$ cat config.mk
export PLATFORM = sky130hd
export DESIGN_NAME = dbgw_window
export DESIGN_NICKNAME = d
export VERILOG_FILES = /design/src/rtl/dbgw_pkg.sv /design/src/rtl/dbgw_decode.sv /design/src/rtl/dbgw_cmp_bank.sv /design/src/rtl/dbgw_flags.sv /design/src/rtl/dbgw_window.sv
export SDC_FILE = /design/constraint.sdc
export NUM_CORES = 1
export LEC_CHECK = 0
export ABC_AREA = 1
export BUFFER_PORTS_ARGS = -buffer_cell sky130_fd_sc_hd__buf_2
export CORE_ASPECT_RATIO = 0.6
export CORE_MARGIN = 2
export CORE_UTILIZATION = 56
export CTS_CLUSTER_DIAMETER = 120
export DETAILED_ROUTE_END_ITERATION = 6
export PLACE_DENSITY_LB_ADDON = 0.05
export SYNTH_ARGS = -nofsm -noshare
export SYNTH_HDL_FRONTEND = slang
export SYNTH_HIERARCHICAL = 1
export SYNTH_SLANG_ARGS = --single-unit
export TNS_END_PERCENT = 10
$ cat constraint.sdc
create_clock -name clk_i -period 1.8 [get_ports clk_i]
set_input_delay 0 -clock clk_i [delete_from_list [all_inputs] [get_ports clk_i]]
set_output_delay 0 -clock clk_i [all_outputs]
set_load 0.1 [all_outputs]
$ cat src/rtl/dbgw_pkg.sv
package dbgw_pkg;
    localparam int BYTE_W     = 8;
    localparam int ADDR_BYTES = 3;
    localparam int DATA_BYTES = 2;
    localparam int ADDR_W     = ADDR_BYTES * BYTE_W;
    localparam int DATA_W     = DATA_BYTES * BYTE_W;

    // byte slot inside the 8-byte window; order is fixed by the layout
    typedef enum logic [2:0] {
        SLOT_CTRL = 3'd0,
        SLOT_AH   = 3'd1,
        SLOT_AM   = 3'd2,
        SLOT_AL   = 3'd3,
        SLOT_DH   = 3'd4,
        SLOT_DL   = 3'd5,
        SLOT_MH   = 3'd6,
        SLOT_ML   = 3'd7
    } slot_e;

    typedef struct packed {
        logic [BYTE_W-1:0] ctrl;
        logic [ADDR_W-1:0] addr;
        logic [DATA_W-1:0] dval;
        logic [DATA_W-1:0] dmask;
    } cmp_regs_t;

    function automatic logic [BYTE_W-1:0] slot_byte(cmp_regs_t r, slot_e s);
        logic [BYTE_W-1:0] b;
        case (s)
            SLOT_CTRL: b = r.ctrl;
            SLOT_AH:   b = r.addr[23:16];
            SLOT_AM:   b = r.addr[15:8];
            SLOT_AL:   b = r.addr[7:0];
            SLOT_DH:   b = r.dval[15:8];
            SLOT_DL:   b = r.dval[7:0];
            SLOT_MH:   b = r.dmask[15:8];
            default:   b = r.dmask[7:0];
        endcase
        return b;
    endfunction
endpackage

$ cat src/rtl/dbgw_decode.sv
module dbgw_decode
    import dbgw_pkg::*;
#(
    parameter int              NUM_CH   = 3,
    parameter int              SEL_W    = 2,
    parameter int              REG_AW   = 8,
    parameter int              DATA_CH  = 0,
    parameter logic [REG_AW-1:0] WIN_BASE = 8'h28,
    parameter logic [REG_AW-1:0] FLAG_OFS = 8'h27,
    parameter logic [REG_AW-1:0] SEL_OFS  = 8'h20
) (
    input  logic [REG_AW-1:0] addr_i,
    input  logic [SEL_W-1:0]  sel_i,
    output logic              sel_hit_o,
    output logic              flag_hit_o,
    output logic [NUM_CH-1:0] ch_hit_o,
    output slot_e             slot_o
);
    localparam int               SLOT_W    = 3;
    localparam logic [SEL_W-1:0] FLAG_BANK = '1;

    logic win_hit;

    always_comb begin
        win_hit    = (addr_i[REG_AW-1:SLOT_W] == WIN_BASE[REG_AW-1:SLOT_W]);
        slot_o     = slot_e'(addr_i[SLOT_W-1:0]);
        sel_hit_o  = (addr_i == SEL_OFS);
        flag_hit_o = (addr_i == FLAG_OFS) && (sel_i == FLAG_BANK);
        for (int ch = 0; ch < NUM_CH; ch++) begin
            // a slot beyond the address bytes exists only on the data channel
            ch_hit_o[ch] = win_hit && (sel_i == SEL_W'(ch))
                        && ((ch == DATA_CH) || (slot_o <= SLOT_AL));
        end
    end
endmodule

$ cat src/rtl/dbgw_cmp_bank.sv
module dbgw_cmp_bank
    import dbgw_pkg::*;
#(
    parameter bit HAS_DATA = 1'b1
) (
    input  logic              clk_i,
    input  logic              rst_ni,
    input  logic              wr_i,
    input  slot_e             slot_i,
    input  logic [BYTE_W-1:0] wdata_i,
    output cmp_regs_t         regs_o
);
    cmp_regs_t r_d, r_q;

    always_comb begin
        r_d = r_q;
        if (wr_i) begin
            case (slot_i)
                SLOT_CTRL: r_d.ctrl          = wdata_i;
                SLOT_AH:   r_d.addr[23:16]   = wdata_i;
                SLOT_AM:   r_d.addr[15:8]    = wdata_i;
                SLOT_AL:   r_d.addr[7:0]     = wdata_i;
                SLOT_DH:   r_d.dval[15:8]    = wdata_i;
                SLOT_DL:   r_d.dval[7:0]     = wdata_i;
                SLOT_MH:   r_d.dmask[15:8]   = wdata_i;
                default:   r_d.dmask[7:0]    = wdata_i;
            endcase
        end
        if (!HAS_DATA) begin
            r_d.dval  = '0;
            r_d.dmask = '0;
        end
    end

    always_ff @(posedge clk_i or negedge rst_ni) begin
        if (!rst_ni) r_q <= '0;
        else         r_q <= r_d;
    end

    assign regs_o = r_q;
endmodule

$ cat src/rtl/dbgw_flags.sv
module dbgw_flags #(
    parameter int NUM_CH = 3
) (
    input  logic              clk_i,
    input  logic              rst_ni,
    input  logic              arm_i,
    input  logic              active_i,
    input  logic [NUM_CH-1:0] match_i,
    output logic [NUM_CH-1:0] flags_o
);
    typedef struct packed {
        logic [NUM_CH-1:0] flg;
    } flag_st_t;

    flag_st_t f_d, f_q;

    always_comb begin
        f_d = f_q;
        if (arm_i)         f_d.flg = '0;
        else if (active_i) f_d.flg = f_q.flg | match_i;
    end

    always_ff @(posedge clk_i or negedge rst_ni) begin
        if (!rst_ni) f_q <= '0;
        else         f_q <= f_d;
    end

    assign flags_o = f_q.flg;
endmodule

$ cat src/rtl/dbgw_window.sv
module dbgw_window
    import dbgw_pkg::*;
#(
    parameter int                NUM_CH   = 3,
    parameter int                SEL_W    = 2,
    parameter int                DATA_CH  = 0,
    parameter int                REG_AW   = 8,
    parameter logic [REG_AW-1:0] WIN_BASE = 8'h28,
    parameter logic [REG_AW-1:0] FLAG_OFS = 8'h27,
    parameter logic [REG_AW-1:0] SEL_OFS  = 8'h20
) (
    input  logic                     clk_i,
    input  logic                     rst_ni,
    input  logic [REG_AW-1:0]        reg_addr_i,
    input  logic                     reg_wr_i,
    input  logic [BYTE_W-1:0]        reg_wdata_i,
    output logic [BYTE_W-1:0]        reg_rdata_o,
    input  logic                     arm_i,
    input  logic                     session_active_i,
    input  logic [NUM_CH-1:0]        match_i,
    output logic [NUM_CH*BYTE_W-1:0] cmp_ctrl_o,
    output logic [NUM_CH*ADDR_W-1:0] cmp_addr_o,
    output logic [DATA_W-1:0]        cmp_dval_o,
    output logic [DATA_W-1:0]        cmp_dmask_o,
    output logic [NUM_CH-1:0]        match_flags_o
);
    typedef struct packed {
        logic [SEL_W-1:0] sel;
    } top_st_t;

    top_st_t           st_d, st_q;
    logic              sel_hit, flag_hit;
    logic [NUM_CH-1:0] ch_hit;
    slot_e             slot;
    cmp_regs_t         regs [NUM_CH];
    logic [NUM_CH-1:0] flags;
    logic [SEL_W-1:0]  bank_sel;

    assign bank_sel = st_q.sel;

    dbgw_decode #(
        .NUM_CH  (NUM_CH),
        .SEL_W   (SEL_W),
        .REG_AW  (REG_AW),
        .DATA_CH (DATA_CH),
        .WIN_BASE(WIN_BASE),
        .FLAG_OFS(FLAG_OFS),
        .SEL_OFS (SEL_OFS)
    ) dec_i (
        .addr_i    (reg_addr_i),
        .sel_i     (st_q.sel),
        .sel_hit_o (sel_hit),
        .flag_hit_o(flag_hit),
        .ch_hit_o  (ch_hit),
        .slot_o    (slot)
    );

    for (genvar ch = 0; ch < NUM_CH; ch++) begin : g_ch
        dbgw_cmp_bank #(
            .HAS_DATA(ch == DATA_CH)
        ) bank_i (
            .clk_i  (clk_i),
            .rst_ni (rst_ni),
            .wr_i   (reg_wr_i && ch_hit[ch]),
            .slot_i (slot),
            .wdata_i(reg_wdata_i),
            .regs_o (regs[ch])
        );
        assign cmp_ctrl_o[ch*BYTE_W +: BYTE_W] = regs[ch].ctrl;
        assign cmp_addr_o[ch*ADDR_W +: ADDR_W] = regs[ch].addr;
    end

    assign cmp_dval_o  = regs[DATA_CH].dval;
    assign cmp_dmask_o = regs[DATA_CH].dmask;

    dbgw_flags #(
        .NUM_CH(NUM_CH)
    ) flags_i (
        .clk_i   (clk_i),
        .rst_ni  (rst_ni),
        .arm_i   (arm_i),
        .active_i(session_active_i),
        .match_i (match_i),
        .flags_o (flags)
    );

    assign match_flags_o = flags;

    always_comb begin
        st_d = st_q;
        if (reg_wr_i && sel_hit) st_d.sel = reg_wdata_i[SEL_W-1:0];
    end

    always_ff @(posedge clk_i or negedge rst_ni) begin
        if (!rst_ni) st_q <= '0;
        else         st_q <= st_d;
    end

    always_comb begin
        reg_rdata_o = '0;
        if (sel_hit)  reg_rdata_o = BYTE_W'(st_q.sel);
        if (flag_hit) reg_rdata_o = BYTE_W'(flags);
        for (int ch = 0; ch < NUM_CH; ch++) begin
            if (ch_hit[ch]) reg_rdata_o = reg_rdata_o | slot_byte(regs[ch], slot);
        end
    end
endmodule

Word-level counts from Yosys, hierarchy flattened
Index checks and enable logic that the tools add are counted.
{"block": "word_totals", "elab_cells": 79, "reg_bits": 133, "out_inout_bits": 139, "in_bits": 24}
{"block": "op_classes", "order_cmp": 1, "eq_ne": 12, "n_reduce_logical": 30, "n_mux": 13, "n_bitwise": 5}
{"cell": "$pmux 8 s4", "n": 2}
{"cell": "$mux 8", "n": 7}
{"cell": "$pmux 8 s7", "n": 1}
{"cell": "$reduce_and 2->1", "n": 16}
{"cell": "$or 8x8->8", "n": 3}
{"cell": "$eq 8x6->1 const B", "n": 2}
{"cell": "$logic_and 1x1->1", "n": 10}
{"cell": "$eq 3x3->1 const B", "n": 3}
{"cell": "$reduce_or 7->1", "n": 1}
{"cell": "$eq 3x2->1 const B", "n": 2}
{"cell": "$mux 3", "n": 2}
{"cell": "$eq 5x3->1 const B", "n": 1}
{"cell": "$eq 2x2->1 const B", "n": 2}
{"cell": "$eq 3x1->1 const B", "n": 1}
{"cell": "$le 3x2->1 const B", "n": 1}
{"cell": "$logic_not 3->1", "n": 1}
{"cell": "$or 3x3->3", "n": 1}
{"cell": "$eq 2x1->1 const B", "n": 1}
{"cell": "$logic_not 2->1", "n": 1}
{"cell": "$mux 2", "n": 1}
{"cell": "$reduce_bool 2->1", "n": 1}
{"cell": "$not 1->1", "n": 1}

Logic depth before layout (Yosys ltp)
{"block": "logic_depth", "word_depth": 9, "mapped_depth": 13, "depth_no_buf": 11}

Cells and area by module
The synthesis kept the hierarchy.
{"module": "dbgw_cmp_bank at g_ch[1].bank_i ...", "instances": 2, "seq_area_each_um2": 800.8, "area_per_inst_um2": 1550.2, "cells_per_inst": 179}
{"module": "dbgw_cmp_bank at g_ch[0].bank_i", "instances": 1, "seq_area_each_um2": 1601.5, "area_per_inst_um2": 2541.2, "cells_per_inst": 295}
{"module": "dbgw_window", "instances": 1, "seq_area_each_um2": 50.0, "area_per_inst_um2": 2204.6, "cells_per_inst": 493}
{"module": "dbgw_decode", "instances": 1, "seq_area_each_um2": 0.0, "area_per_inst_um2": 128.9, "cells_per_inst": 27}
{"module": "dbgw_flags", "instances": 1, "seq_area_each_um2": 75.1, "area_per_inst_um2": 112.6, "cells_per_inst": 12}

Least setup slack after synthesis
OpenSTA, ideal clock, no wires.
{"block": "synth_timing", "path_kind": "flip-flop to output port", "startpoint": "register g_ch[0].bank_i.r_q (netlist bit g_ch[0].bank_i/regs_o[19])", "endpoint": "output reg_rdata_o[3]", "slack_ns": -0.250, "required_time_ns": 1.800, "stages_incl_launch_ff": 7, "path_buffers": 0, "t_arrival_ns": 2.050, "cell_sequence": "dfrtp_1 inv_1 o21ai_0 nor2_1 nand2_1 nand2_1 nand3_1"}
{"block": "synth_via", "elab_chain_cells": 8}
{"element": "start, declared", "line_no": "dbgw_cmp_bank.sv:13", "rtl": "cmp_regs_t r_d, r_q;"}
{"element": "start signal, assigned", "line_no": "dbgw_cmp_bank.sv:37", "rtl": "else r_q <= r_d;"}
{"element": "$pmux 8 s7 (*)", "line_no": "dbgw_pkg.sv:29", "rtl": "case (s)"}
{"element": "$mux 8 (*)", "line_no": "dbgw_window.sv:104", "rtl": "if (ch_hit[ch]) reg_rdata_o = reg_rdata_o | slot_byte(regs[ch], slot);"}
{"element": "$or 8x8->8 (*)", "line_no": "dbgw_window.sv:104"}
{"element": "$mux 8 (*)", "line_no": "dbgw_window.sv:104"}
{"element": "$or 8x8->8", "line_no": "dbgw_window.sv:104"}
{"element": "$mux 8 (*)", "line_no": "dbgw_window.sv:104"}
{"element": "$or 8x8->8", "line_no": "dbgw_window.sv:104"}
{"element": "$mux 8 (*)", "line_no": "dbgw_window.sv:104"}
{"element": "end, declared", "line_no": "dbgw_window.sv:17", "rtl": "output logic [BYTE_W-1:0] reg_rdata_o,"}
Mark *: on every way between the ends. The rest lies on a longest branch, timed or not. The select of a mux whose other input is x is not followed.

Worst setup path after layout
{"block": "layout_timing", "startpoint": "register st_q (netlist bit bank_sel[1])", "endpoint": "output reg_rdata_o[0]"}
{"block": "layout_via", "elab_cells_between_ends": 17, "cone_classes": "3 x eq/ne; 4 x mux; 3 x bitwise; 7 x reduce/logical"}
{"element": "start, declared", "line_no": "dbgw_window.sv:31", "rtl": "top_st_t st_d, st_q;"}
{"element": "start signal, assigned", "line_no": "dbgw_window.sv:96", "rtl": "else st_q <= st_d;"}
{"element": "$eq 2x2->1", "line_no": "dbgw_decode.sv:31", "rtl": "ch_hit_o[ch] = win_hit && (sel_i == SEL_W'(ch))"}
{"element": "$logic_and 1x1->1", "line_no": "dbgw_decode.sv:31"}
{"element": "$logic_and 1x1->1", "line_no": "dbgw_decode.sv:32", "rtl": "&& ((ch == DATA_CH) || (slot_o <= SLOT_AL));"}
{"element": "net ch_hit[2]", "line_no": "dbgw_window.sv:33", "rtl": "logic [NUM_CH-1:0] ch_hit;"}
{"element": "$mux 8", "line_no": "dbgw_window.sv:104"}
The timed path passes the listed nets, and every way through them passes these cells.

==> results.toml <==
[timing]
finalWorstSetupSlack_ns = -0.0462
finalHoldViolations = 0
fin_crit_sh_pct = 103
clock_skew_ns = 0.00646
max-slew-margin-rel_pct = 51.3
final.setup.tns_ns = -0.165
setup_viol = 6
rsz0062_at_grt = "yes"
fmax_ghz = 0.542
whs_ns = 0.0156
drv_slew = 0
period_needed_ns = 1.85
worstMarginPinSlew_ns = 0.729

[layout]
stdcell_area_mm2 = 0.00995
syn2layout_area_growth_pct = 23.1
fillers = 1179
mostFrequentLayoutCells = "nand2_1 (517), buf_2 (153), dfrtp_1 (133)"
drive_gt1_share_pct = 22.3
fin_cells = 1574
layout_commonest_cell = "nand2_1"
postLayoutCoreUtil_pct = 71.7
layout.nets = 1392

[power_and_ir_drop]
p_leak_nw = 6.08
p_comb_share_pct = 16.3
p_switching_mw = 2.64
p_int_mw = 5.54
power_mw = 8.18
clock_power_share_pct = 45.2
p_seq_share_pct = 38.5
p_sw_share_pct = 32.3
ir_drop_mv = 0.547
power_density_mw_per_mm2 = 822

[clock_network]
cts_tree = "built"
cts.sinks = 133
clockRootBuffer = "clkbuf_16"
cts-buffers-inserted = 17
h-tree-depth = 4
clk_latency_ns = 0.43
cts_max_path_buffers = 2
clk_transition_reported_paths_ns = 0.06

[place]
gp_congestion = 0.936
dp.cells = 1528
numPortBuffers = 162
dp_hpwl_mm = 18.8
preCtsSetupSlack_ns = 0.0286
dpl_cell_area_mm2 = 0.00908

[drt]
drtIter0Drc = 1032
wl_per_cell_um = 17.4
finalWirelength_mm = 27.4
ant_nets = 0
dr.pass1.iters = 7
vias = 8613
viasPerCell = 5.47
drc_errors = 2

[setup_path]
crit_arrival_ns = 1.85
critPathCaptureType = "output port"
required_ns = 1.80
crit_path_start_kind = "flip-flop"
crit_type = "reg2out"
critPathMaxFanout = 8

[synth]
synth_top_cell_area_share_pct = 41.2
synth.cell_area_mm2 = 0.00809
synth_seq_area_share_pct = 41.2
synth-seq-cells = 133
synthDistinctLibCells = 26
ys_warn_count = 6
synthTopCellsByArea = "dfrtp_1 (41%), nand2_1 (25%), nand3_1 (8.0%), buf_4 (7.0%), nor2_1 (5.3%)"
syn_avg_cell_area_um2 = 6.83
synthCells = 1185
synth_area_leader_cell = "dfrtp_1"

[floorplan]
die_x_um = 159
boundaryPins = 163
initial_utilization_pct = 58.3
rows = 33
dieHeight_um = 97.1
die-area_mm2 = 0.0155
core_mm2 = 0.0139

[grt]
grt.busiest_layer = "met1"
antenna_found_initial = 1
track_usage_pct = 36.0
grt_use_met2_pct = 50.0
grtUsageMet1_pct = 56.4
gr-total-overflow = 0
grt_pass1_vias = 7852
grt_max_degree = 98
grtUsageMet3_pct = 7.34
grt_pass1_wl_mm = 43.2

[run_status]
outcome = "finished, violations left"
violations = "DRC, setup timing"

[job]
maxCapViolations = 0

[min_path]
hold_class = "in2reg"
## timing repair
action,CTS,global route
hold endpoints to repair,138,0
setup endpoints to repair,22,118
hold buffers,8,0
resized for setup,17,30
pin swaps,6,4
setup buffers,3,2
## cell type report
cell class / count / area (um^2) / share of cell area, %
Multi-Input combinational cell: 940 / 4110 / 41.3
Inverter: 58 / 228 / 2.29
Tap cell: 192 / 240 / 2.41
Antenna cell: 1 / 2.50 / 0.0251
Clock buffer: 19 / 443 / 4.45
Sequential cell: 133 / 3330 / 33.4
Timing Repair Buffer: 218 / 1430 / 14.4
Clock inverter: 13 / 173 / 1.73
## cell usage after synthesis
master,number
nand3_1,129
inv_2,6
nand3_2,1
o21ai_0,14
mux2_2,2
clkbuf_8,2
dfrtp_1,133
nand2_1,533
and3_1,1
nand2_2,1
nor2_8,1
nand2_4,4
buf_2,25
nand4_1,51
nor2_4,4
nor2_2,11
nor2_1,115
a21oi_1,7
buf_1,2
conb_1,2
a21boi_1,1
inv_1,52
clkbuf_1,9
buf_4,75
nor3_2,1
buf_6,3
## power by group through the flow
| stage | sequential, mW | clock (mW) | combinational (mW) |
|---|---|---|---|
| finish | 3.15 | 3.70 | 1.34 |
| global route | 3.15 | 3.85 | 1.41 |
| CTS | 3.14 | 3.69 | 1.30 |
| detailed placement | 3.20 | 0 | 1.28 |
| global placement | 3.20 | 0 | 1.27 |
| floorplan | 3.72 | 0 | 0.482 |
## layer usage
| metal | routed length [um] | part of all wire [%] |
|---|---|---|
| met2 | 11200 | 41 |
| met1 | 12300 | 45 |
| met5 | 0 | 0 |
| met4 | 445 | 1.6 |
| met3 | 3380 | 12 |
## sequential cells by signal, summed over array words and instances, names as in the netlist
name,cells
g_ch.bank_i/regs_o,128
flags_i/flags_o,3
bank_sel,2
## kinds of logic after synthesis
| group | synth area share, % |
|---|---|
| buffers and inverters | 12.5 |
| DFF | 41.2 |
| and+or+nand+nor | 44.6 |
| other | 0.0929 |
| AOI/OAI and AO/OA | 1.39 |
| muxes | 0.278 |
## critical path, cell delays in order, from the launching register on
cell and delay (ns):
dfrtp_1 0.39, buf_4 0.15, nand3_2 0.09, nor2_4 0.15, inv_4 0.09, nor2_2 0.12
nand2_1 0.06, nand2_1 0.06, inv_1 0.04, nand2_2 0.09, buf_12 0.18
## final timing paths
| check | end | slack (ns) | cells after the start | startpoint |
|---|---|---|---|---|
| worst max-delay path | reg_rdata_o[0] | -0.05 | 10 | bank_sel[1]$_DFFE_PN0P_ |
| worst min-delay path | g_ch[2].bank_i/regs_o[38]$_DFFE_PN0P_ | 0.02 | 3 | reg_wdata_i[6] |
| worst max register to register | g_ch[1].bank_i/regs_o[40]$_DFFE_PN0P_ | 0.06 | 11 | bank_sel[0]$_DFFE_PN0P_ |
| worst min register to register | g_ch[0].bank_i/regs_o[31]$_DFFE_PN0P_ | 0.50 | 2 | g_ch[0].bank_i/regs_o[31]$_DFFE_PN0P_ |
| max in group asynchronous | g_ch[0].bank_i/regs_o[4]$_DFFE_PN0P_ | 1.22 | 3 | rst_ni |
| min in group asynchronous | g_ch[2].bank_i/regs_o[49]$_DFFE_PN0P_ | 0.17 | 3 | rst_ni |
(Power assumes the default switching activity.)
